[config.mk]
export PLATFORM = sky130hd
export DESIGN_NAME = pfc_fetch_unit
export DESIGN_NICKNAME = d
export VERILOG_FILES = /design/src/rtl/pfc_pkg.sv /design/src/rtl/pfc_flash_model.sv /design/src/rtl/pfc_icache.sv /design/src/rtl/pfc_fetch_unit.sv
export SDC_FILE = /design/constraint.sdc
export NUM_CORES = 2
export LEC_CHECK = 0
export BUFFER_PORTS_ARGS = -buffer_cell sky130_fd_sc_hd__buf_4
export CAP_MARGIN = 20
export CORE_ASPECT_RATIO = 1.5
export CORE_MARGIN = 3
export CORE_UTILIZATION = 60
export DETAILED_ROUTE_END_ITERATION = 10
export PLACE_DENSITY = 0.76
export SKIP_CTS_REPAIR_TIMING = 1
export SYNTH_ARGS = -nofsm -noshare
export SYNTH_HDL_FRONTEND = slang
export SYNTH_SLANG_ARGS = --single-unit
[constraint.sdc]
create_clock -name clk -period 7.8 [get_ports clk]
set_clock_uncertainty 0.15 [all_clocks]
set_input_delay 0.39 -clock clk [delete_from_list [all_inputs] [get_ports clk]]
set_output_delay 0.39 -clock clk [all_outputs]
set_load 0.03 [all_outputs]
[src/rtl/pfc_pkg.sv]
package pfc_pkg;

    // Source that serves the current byte request
    typedef enum logic [1:0] {
        SRC_NONE  = 2'd0,
        SRC_BUF   = 2'd1,
        SRC_RET   = 2'd2,
        SRC_CACHE = 2'd3
    } src_e;

    // Content of the modelled flash array at a word address
    function automatic logic [31:0] flash_word(input logic [31:0] w);
        return (w * 32'h9E37_79B1) ^ 32'h5A5A_0F0F;
    endfunction

endpackage

[src/rtl/pfc_flash_model.sv]
module pfc_flash_model
    import pfc_pkg::*;
#(
    parameter int WAW = 10,
    parameter int LAT = 4
) (
    input  logic           clk,
    input  logic           rst_n,
    input  logic           rd_req,
    input  logic [WAW-1:0] rd_word,
    output logic           busy,
    output logic           done,
    output logic [WAW-1:0] word,
    output logic [31:0]    data
);
    localparam int CW = $clog2(LAT + 1);

    typedef struct packed {
        logic           busy;
        logic [CW-1:0]  cnt;
        logic [WAW-1:0] word;
        logic           done;
        logic [31:0]    data;
    } fl_st_t;

    fl_st_t q, d;

    always_comb begin
        d      = q;
        d.done = 1'b0;
        if (q.busy) begin
            if (q.cnt == CW'(1)) begin
                d.busy = 1'b0;
                d.done = 1'b1;
                d.data = flash_word(32'(q.word));
            end else begin
                d.cnt = q.cnt - 1'b1;
            end
        end else if (rd_req) begin
            d.busy = 1'b1;
            d.cnt  = CW'(LAT - 1);
            d.word = rd_word;
        end
    end

    always_ff @(posedge clk) begin
        if (!rst_n) begin
            q <= '0;
        end else begin
            q <= d;
        end
    end

    assign busy = q.busy;
    assign done = q.done;
    assign word = q.word;
    assign data = q.data;

    AST_ONE_READ_OPEN: assert property (@(posedge clk) disable iff (!rst_n)
        rd_req |-> !q.busy);
    AST_DONE_ENDS_BUSY: assert property (@(posedge clk) disable iff (!rst_n)
        q.done |-> $past(q.busy));

endmodule

[src/rtl/pfc_icache.sv]
module pfc_icache #(
    parameter int WAW   = 10,
    parameter int LINES = 64
) (
    input  logic           clk,
    input  logic           rst_n,
    input  logic           inval,
    input  logic [WAW-1:0] lk_word,
    output logic           lk_hit,
    output logic [31:0]    lk_data,
    input  logic           wr_en,
    input  logic [WAW-1:0] wr_word,
    input  logic [31:0]    wr_data
);
    localparam int IDX_W = $clog2(LINES);
    localparam int TAG_W = WAW - IDX_W;

    logic [LINES-1:0]            valid_q, valid_d;
    logic [LINES-1:0][TAG_W-1:0] tag_q;
    logic [LINES-1:0][31:0]      data_q;

    logic [IDX_W-1:0] lk_idx, wr_idx;
    logic [TAG_W-1:0] lk_tag, wr_tag;

    assign lk_idx = lk_word[IDX_W-1:0];
    assign lk_tag = lk_word[WAW-1:IDX_W];
    assign wr_idx = wr_word[IDX_W-1:0];
    assign wr_tag = wr_word[WAW-1:IDX_W];

    assign lk_hit  = valid_q[lk_idx] && (tag_q[lk_idx] == lk_tag);
    assign lk_data = data_q[lk_idx];

    always_comb begin
        valid_d = valid_q;
        if (inval) begin
            valid_d = '0;
        end else if (wr_en) begin
            valid_d[wr_idx] = 1'b1;
        end
    end

    always_ff @(posedge clk) begin
        if (!rst_n) begin
            valid_q <= '0;
        end else begin
            valid_q <= valid_d;
        end
    end

    always_ff @(posedge clk) begin
        if (wr_en && !inval) begin
            tag_q[wr_idx]  <= wr_tag;
            data_q[wr_idx] <= wr_data;
        end
    end

    AST_INVAL_EMPTIES: assert property (@(posedge clk) disable iff (!rst_n)
        inval |=> !lk_hit);
    AST_FILL_THEN_HIT: assert property (@(posedge clk) disable iff (!rst_n)
        (wr_en && !inval) |=> ((lk_word != $past(wr_word)) || lk_hit));

endmodule

[src/rtl/pfc_fetch_unit.sv]
module pfc_fetch_unit
    import pfc_pkg::*;
#(
    parameter int ADDR_W      = 12,
    parameter int CACHE_LINES = 64,
    parameter int FLASH_LAT   = 4
) (
    input  logic              clk,
    input  logic              rst_n,
    input  logic              inval,
    input  logic              fetch_valid,
    input  logic [ADDR_W-1:0] fetch_addr,
    output logic [7:0]        fetch_data,
    output logic              fetch_stall,
    output logic              flash_rd,
    output logic [ADDR_W-3:0] flash_rd_word
);
    localparam int WAW = ADDR_W - 2;

    typedef struct packed {
        logic           buf_v;
        logic [WAW-1:0] buf_w;
        logic [31:0]    buf_data;
        logic           disc;
        logic           pf_v;
        logic [WAW-1:0] pf_w;
    } st_t;

    st_t q, d;

    logic           fl_busy, fl_done;
    logic [WAW-1:0] fl_word;
    logic [31:0]    fl_data;
    logic           c_hit, c_wr;
    logic [31:0]    c_data;

    logic [WAW-1:0] rw;
    logic [1:0]     off;
    src_e           src;
    logic [31:0]    word_sel;
    logic           buf_hit, ret_ok, ret_hit, new_word, miss;
    logic           rd;
    logic [WAW-1:0] rd_w;

    assign rw  = fetch_addr[ADDR_W-1:2];
    assign off = fetch_addr[1:0];

    pfc_flash_model #(.WAW(WAW), .LAT(FLASH_LAT)) u_flash (
        .clk     (clk),
        .rst_n   (rst_n),
        .rd_req  (rd),
        .rd_word (rd_w),
        .busy    (fl_busy),
        .done    (fl_done),
        .word    (fl_word),
        .data    (fl_data)
    );

    pfc_icache #(.WAW(WAW), .LINES(CACHE_LINES)) u_cache (
        .clk     (clk),
        .rst_n   (rst_n),
        .inval   (inval),
        .lk_word (rw),
        .lk_hit  (c_hit),
        .lk_data (c_data),
        .wr_en   (c_wr),
        .wr_word (fl_word),
        .wr_data (fl_data)
    );

    // Source selection: buffer first, then the returning flash word, then the cache
    always_comb begin
        buf_hit = q.buf_v && (q.buf_w == rw);
        ret_ok  = fl_done && !q.disc;
        ret_hit = ret_ok && (fl_word == rw);
        if (!fetch_valid)  src = SRC_NONE;
        else if (buf_hit)  src = SRC_BUF;
        else if (ret_hit)  src = SRC_RET;
        else if (c_hit)    src = SRC_CACHE;
        else               src = SRC_NONE;
        case (src)
            SRC_BUF:   word_sel = q.buf_data;
            SRC_RET:   word_sel = fl_data;
            SRC_CACHE: word_sel = c_data;
            default:   word_sel = q.buf_data;
        endcase
        miss     = fetch_valid && (src == SRC_NONE);
        new_word = (src == SRC_RET) || (src == SRC_CACHE);
        c_wr     = ret_ok && !inval;
    end

    // Read issue and next state
    always_comb begin
        d    = q;
        rd   = 1'b0;
        rd_w = rw;
        if (!fl_busy && !inval) begin
            if (miss) begin
                rd   = 1'b1;
                rd_w = rw;
            end else if (new_word) begin
                rd   = 1'b1;
                rd_w = rw + 1'b1;
            end else if (q.pf_v) begin
                rd   = 1'b1;
                rd_w = q.pf_w;
            end
        end

        if (new_word) begin
            d.buf_v    = 1'b1;
            d.buf_w    = rw;
            d.buf_data = word_sel;
        end

        if (fl_done) begin
            d.disc = 1'b0;
        end
        if (fl_busy && !q.disc &&
            (inval || (fetch_valid && !buf_hit && (rw != fl_word)))) begin
            d.disc = 1'b1;
        end

        if (miss || inval) begin
            d.pf_v = 1'b0;
        end else if (new_word) begin
            d.pf_v = !rd;
            d.pf_w = rw + 1'b1;
        end else if (rd) begin
            d.pf_v = 1'b0;
        end

        if (inval) begin
            d.buf_v = 1'b0;
        end
    end

    always_ff @(posedge clk) begin
        if (!rst_n) begin
            q <= '0;
        end else begin
            q <= d;
        end
    end

    assign fetch_data    = word_sel[{off, 3'b000} +: 8];
    assign fetch_stall   = miss;
    assign flash_rd      = rd;
    assign flash_rd_word = rd_w;

    AST_STALL_HAS_READ: assert property (@(posedge clk) disable iff (!rst_n)
        (fetch_stall && !inval) |-> (fl_busy || flash_rd));
    AST_IDLE_NO_STALL: assert property (@(posedge clk) disable iff (!rst_n)
        !fetch_valid |-> !fetch_stall);
    AST_DISC_WHILE_OPEN: assert property (@(posedge clk) disable iff (!rst_n)
        q.disc |-> (fl_busy || fl_done));
    AST_INVAL_DROPS_BUF: assert property (@(posedge clk) disable iff (!rst_n)
        inval |=> !q.buf_v);
    AST_SAME_WORD_NO_STALL: assert property (@(posedge clk) disable iff (!rst_n)
        (fetch_valid && $past(fetch_valid && !fetch_stall && !inval) &&
         (rw == $past(rw))) |-> !fetch_stall);

endmodule

# ---- After elaboration in Yosys (flattened, before gate mapping)
# Index checks and enable logic that the tools add are counted.
dict set report word_totals {
  register_bits 2470
  in_bits 16
  out_inout_bits 20
  wordCells 228
}
dict set report classes {
  n_addsub 2
  mul 1
  magnitude_cmp 3
  eq_ne 8
  shifts 1
  n_mux 36
  n_bitwise 5
  n_reduce_logical 32
}
# cell count
set op_table {}
lappend op_table {{$bwmux W2048} 1}
lappend op_table {{$bwmux W256} 1}
lappend op_table {{$bmux W32 S6} 1}
lappend op_table {{$demux W32 S6} 1}
lappend op_table {{$mux W32} 2}
lappend op_table {{$or A64 B64 Y64} 1}
lappend op_table {{$pmux W32 S2} 1}
lappend op_table {{$mux W10} 4}
lappend op_table {{$mux W33} 1}
lappend op_table {{$mul A10 B32 Y32 const B} 1}
lappend op_table {{$shiftx A32 B6 Y8} 1}
lappend op_table {{$bmux W4 S6} 1}
lappend op_table {{$demux W4 S6} 1}
lappend op_table {{$eq A10 B10 Y1} 2}
lappend op_table {{$not A16 Y16} 1}
lappend op_table {{$lt A6 B7 Y1 const B} 2}
lappend op_table {{$mux W14} 1}
lappend op_table {{$logic_and A1 B1 Y1} 13}
lappend op_table {{$mux W4} 3}
lappend op_table {{$mux W1} 11}
lappend op_table {{$add A10 B1 Y10 const B} 1}
lappend op_table {{$ne A10 B10 Y1} 1}
lappend op_table {{$reduce_and A2 Y1} 5}
lappend op_table {{$mux W2} 4}
lappend op_table {{other kinds (15)} 27}

# ---- Logic depth before layout (Yosys ltp)
dict set report logic_depth {
  ltp_word 15
  ltp_mapped 20
  depth_no_buf 20
}

# ---- Cells and area by module
# Synthesis repeated with hierarchy kept, for this count alone.
dict set report unflattened {
  cells_unflattened 4771
  area_unflattened_um2 99868.3
}
# module n_inst cells_per_inst area_per_inst_um2
set modules_own_cells {}
lappend modules_own_cells {pfc_icache 1 3714 90269.1}
lappend modules_own_cells {pfc_flash_model 1 689 6128.4}
lappend modules_own_cells {pfc_fetch_unit 1 368 3470.8}

# ---- Worst setup path before layout
# OpenSTA, ideal clock, no wires.
dict set report synth_path {
  path_type {register to register}
  from {reg u_flash.q (netlist bit u_flash.word[8])}
  to {reg u_flash.q (netlist bit u_flash.data[28])}
  setup_time_ns 0.133
  t_arrival_ns 5.770
  path_slack_ns 1.747
  path_stages_with_launch 18
  path_cell_list {dfxtp_1 > inv_1 > ha_1 > inv_1 > fa_1 > fa_1 > fa_1 > inv_1 > fa_1 > inv_1 > ha_1 > a21oi_1 > o31ai_1 > o41ai_1 > o21ai_0 > o41ai_1 > xnor2_1 > a21oi_1}
}
dict set report synth_between {
  elab_chain_cells 2
}
# element line
set synth_lines {}
lappend synth_lines {{start: declaration} pfc_flash_model.sv:26} ;# fl_st_t q, d;
lappend synth_lines {{start signal: assignment} pfc_flash_model.sv:48} ;# q <= '0;
lappend synth_lines {{start signal: assignment} pfc_flash_model.sv:50} ;# q <= d;
lappend synth_lines {{$mul A10 B32 Y32} pfc_pkg.sv:13} ;# return (w * 32'h9E37_79B1) ^ 32'h5A5A_0F0F;
lappend synth_lines {{$not A16 Y16 (no line)} n/a}
# No other way between the ends.
# A chain may end at the register's enable or synchronous reset.

# ---- Worst setup path after layout
dict set report layout_path {
  from {in fetch_addr[2]}
  to {out fetch_data[0]}
}
dict set report layout_between {
  elab_chain_cells 11
  word_cells_on_any_way 20
  cone_classes {5 x eq/ne; 1 x shift; 11 x mux; 3 x reduce/logical}
}
# element line
set layout_lines {}
lappend layout_lines {{start: declaration} pfc_fetch_unit.sv:12} ;# input logic [ADDR_W-1:0] fetch_addr,
lappend layout_lines {{$bmux W4 S6} pfc_icache.sv:30} ;# assign lk_hit = valid_q[lk_idx] && (tag_q[lk_idx] == lk_tag);
lappend layout_lines {{$mux W4 (implied by the code)} pfc_icache.sv:30}
lappend layout_lines {{$eq A4 B4 Y1} pfc_icache.sv:30}
lappend layout_lines {{$logic_and A1 B1 Y1} pfc_icache.sv:30}
lappend layout_lines {{$mux W2} pfc_fetch_unit.sv:79} ;# else if (c_hit) src = SRC_CACHE;
lappend layout_lines {{$mux W2} pfc_fetch_unit.sv:78} ;# else if (ret_hit) src = SRC_RET;
lappend layout_lines {{$mux W2} pfc_fetch_unit.sv:77} ;# else if (buf_hit) src = SRC_BUF;
lappend layout_lines {{$mux W2} pfc_fetch_unit.sv:76} ;# if (!fetch_valid) src = SRC_NONE;
lappend layout_lines {{$eq A2 B2 Y1} pfc_fetch_unit.sv:81} ;# case (src)
lappend layout_lines {{$pmux W32 S2 *} pfc_fetch_unit.sv:81}
lappend layout_lines {{$shiftx A32 B6 Y8 *} pfc_fetch_unit.sv:146} ;# assign fetch_data = word_sel[{off, 3'b000} +: 8];
lappend layout_lines {{end: declaration} pfc_fetch_unit.sv:13} ;# output logic [7:0] fetch_data,
# Mark *: on every way between the ends. The rest lies on a longest branch, timed or not. The select of a mux whose other input is x is not followed.

==> metrics.md <==
| Metric | Value |
|---|---|
| Synth top area share | 0.694 |
| Crit path capture | fetch_data[0] |
| Reg-to-reg endpoint | u_flash.data[30] |
| Worst Hold Class | in2reg |
| Max Fclk | 0.149 GHz |
| Vias in the first global route | 52294 |
| Crit path from | fetch_addr[2] |
| RSZ-0062 raised after global routing | no |
| Commonest cells post-synth | 2304 x edfxtp_1, 695 x mux4_2, 169 x nor2_1 |
| Post-Syn Nets | 4883 |
| Sum of buffers and inverters on the critical path | 6 |
| CTS root buf | clkbuf_16 |
| Design area | 109000 sq um |
| Cell family with most CP delay | buffers and inverters |
| Leak | 0.0364 uW |
| Die width | 339 um |
| DR vias/cell | 7.05 |
| Fill cells | 9980 |
| Final min period | 6.70 ns |
| Total Routed Length | 272000 um |
| Reg clk slew, reported paths | 0.07 ns |
| Cell with the most instances after synthesis | edfxtp_1 |
| Top cells by area, synth | edfxtp_1 69%, mux4_2 16%, dfxtp_1 3.3% |
| Reg2Reg Setup Slack | 1.69 ns |
| CP startpoint kind | input port |
| Wire length of the first global-routing pass | 387000 um |
| Final Cycle Share | 0.859 |
| Crit path arrival time | 6.16 ns |
| Placed cell area | 103000 sq um |
| Crit path depth | 15 |
| Post-synth EDFFs | 2304 |
| Clock Path Buffers | 3 |
| Syn avg cell area | 21.2 sq um |
| Layout area overhead | 9.70% |
| Die Y | 505 um |
| Yosys warns | 0 |
| CTS tree | done |
| Final Max Slew Viols | 0 |
| Initial DRC Count | 7760 |
| Seq/Total Area, Yosys | 0.727 |
| Clk sinks | 2470 |
| Layout net count | 5015 |
| Pin count of the biggest net entering global routing | 146 |
| Reg-to-Reg Start | u_flash.word[1] |
| CP max FO | 73 |
| Failing checks | hold timing |
| WL per Instance | 37.8 um |
| Share of cells above drive strength 1 | 0.262 |
| Status | complete, but fails checks |
| Most common cell on crit path | buf_4 |
| Slowest cell on the critical path | buf_4 |
| Synth Register Bits | 2470 |
| Hold WS | -0.00109 ns |
| H-tree depth | 4 |
| Highest cell delay on the worst timing path | 0.66 ns |
| I/O pin count | 36 |
| Final hold viol count | 1 |
| Worst path cell trace | dlygate4sd3_1 -> buf_8 -> buf_4 -> buf_4 -> mux4_2 -> nand4b_1 -> nand2_1 -> o311a_1 -> a221o_1 -> nand3_2 -> o31ai_4 -> buf_4 -> o22a_1 -> mux4_2 -> buf_4 |
| Gate Count Post-Synth | 4698 |
| Die area | 171000 sq um |
| Async set-reset flop share out of synthesis | 0 |
| Placed wire-length estimate | 143000 um |
| Final setup viols | 0 |
| Sum Neg Setup Slack | 0 ns |
| Num rows | 182 |
| DRT antenna net count | 0 |
| Maximum Capacitance Violations | 0 |
| Remaining DRCs | 0 |
| Port Buffers | 35 |
| Maximum VDD drop | 0.235 mV |
| PD cells | 240 nW/um^2 |
| Relative slew slack | 0.204 |
| FF-to-FF path depth | 20 |
| Biggest area consumer among synthesized cells | edfxtp_1 |
| GRT Resource Usage Total | 0.323 |
| Required time worst endpoint | 7.26 ns |
| Synth cell types | 76 |
| Drt first pass iters | 6 |
| CP Capture Type | output port |
| DR vias | 50769 |
| Category of the most critical setup path | in2out |
| Num CTS Buffers | 202 |
| Clk_lat worst skew | 0.83 ns |
| Prevailing post-synth register cell | edfxtp_1 |
| Core area | 165000 sq um |
| Initial Util | 0.606 |
| Synthesized area | 99700 sq um |
| Global route overflow | 0 |
| Routability Congestion | 0.912 |
| Antenna violations before repair | 7 |
| Measured slew at the worst slew-check pin | 1.19 ns |
## cells in the final DEF (no fill, tap or decap), drive strengths merged, types with 10 or more instances in the layout
cell type,instances
edfxtp,2304
mux4,719
clkbuf,262
buf,177
nor2,169
dfxtp,166
inv,155
nand2,91
ha,87
fa,82
clkinv,73
o21a,70
a21oi,66
xnor2,45
nand3,41
and2,38
a22o,35
a221oi,34
a41oi,32
o22a,32
nor3,24
mux2i,22
o21ai,22
mux2,14
nand4,13
xor2,13
bufinv,13
o32ai,12
a21o,12
o31ai,12
a211oi,11
o211ai,10
## logic make-up (layout without fill, tap and decap cells)
group,count (synthesis),count (layout),share of synthesized area
xor gates and xnor gates,58,58,0.00509
adders and majority gates,169,169,0.0274
DFF,2470,2470,0.727
AOI/OAI and AO/OA,411,411,0.0323
other,0,4,0
buffers and inverters,404,698,0.0211
and+or+nand+nor,431,431,0.0201
muxes,755,755,0.167
## worst min-delay path, delay by kind of cell
kind            cells  cell delay (ns)
compound gates      1             0.07
buf+inv             1             0.30
simple gates        1             0.16
## power by group
group | switching [uW] | total (uW) | leakage [uW] | internal (uW)
Clock | 4620 | 9980 | 0.00310 | 5360
Combinational | 1160 | 1870 | 0.00983 | 709
Sequential | 27.6 | 14400 | 0.0235 | 14400
Total | 5810 | 26300 | 0.0364 | 20500
## state kept, by name, indices dropped and copies added (netlist names)
name             flops
u_cache.valid_q     64
u_cache.data_q    2048
u_flash.q            3
u_flash.word        10
u_flash.busy         1
u_cache.tag_q      256
q                   55
u_flash.done         1
u_flash.data        32
## final cells by class
cell class	instances	area, sq um	share of cell area
flip-flops and latches	2470	72600	0.663
multi-input cells	1824	25700	0.234
clock buffers	262	5450	0.0498
well taps	2208	2760	0.0252
repair buffers	186	1530	0.0140
clock inverters	104	902	0.00824
inverters	146	556	0.00508
diodes	4	10.0	0.0000915
## layer usage
metal	track usage	vias up	routed length [um]
met4	0.213	0	22200
li1	-	19727	-
met5	0	-	0
met3	0.0757	823	29600
met2	0.514	3809	132000
met1	0.401	26410	88500
## worst min-delay path by stage
stage,startpoint,to,cells past startpoint
after floorplan,u_cache.valid_q[26],u_cache.valid_q[26],1
after global placement,u_cache.valid_q[31],u_cache.valid_q[31],1
after detailed placement,u_cache.valid_q[15],u_cache.valid_q[15],1
after CTS,fetch_addr[9],q[51],3
after global routing,fetch_addr[6],q[48],3
final,fetch_addr[3],q[45],3
## through the flow
step                instances  total power [uW]   util  setup slack [ns]
finish                   7204             26300  0.665              1.10
CTS                      7191             26300  0.664              1.70
detailed placement       6825             16600  0.625              1.70
global placement         6824             16500  0.625              1.72
floorplan                4698             16000      -              1.75
global route             7201             26900  0.665             0.812
Note: power is estimated with default switching activity, not from simulation.
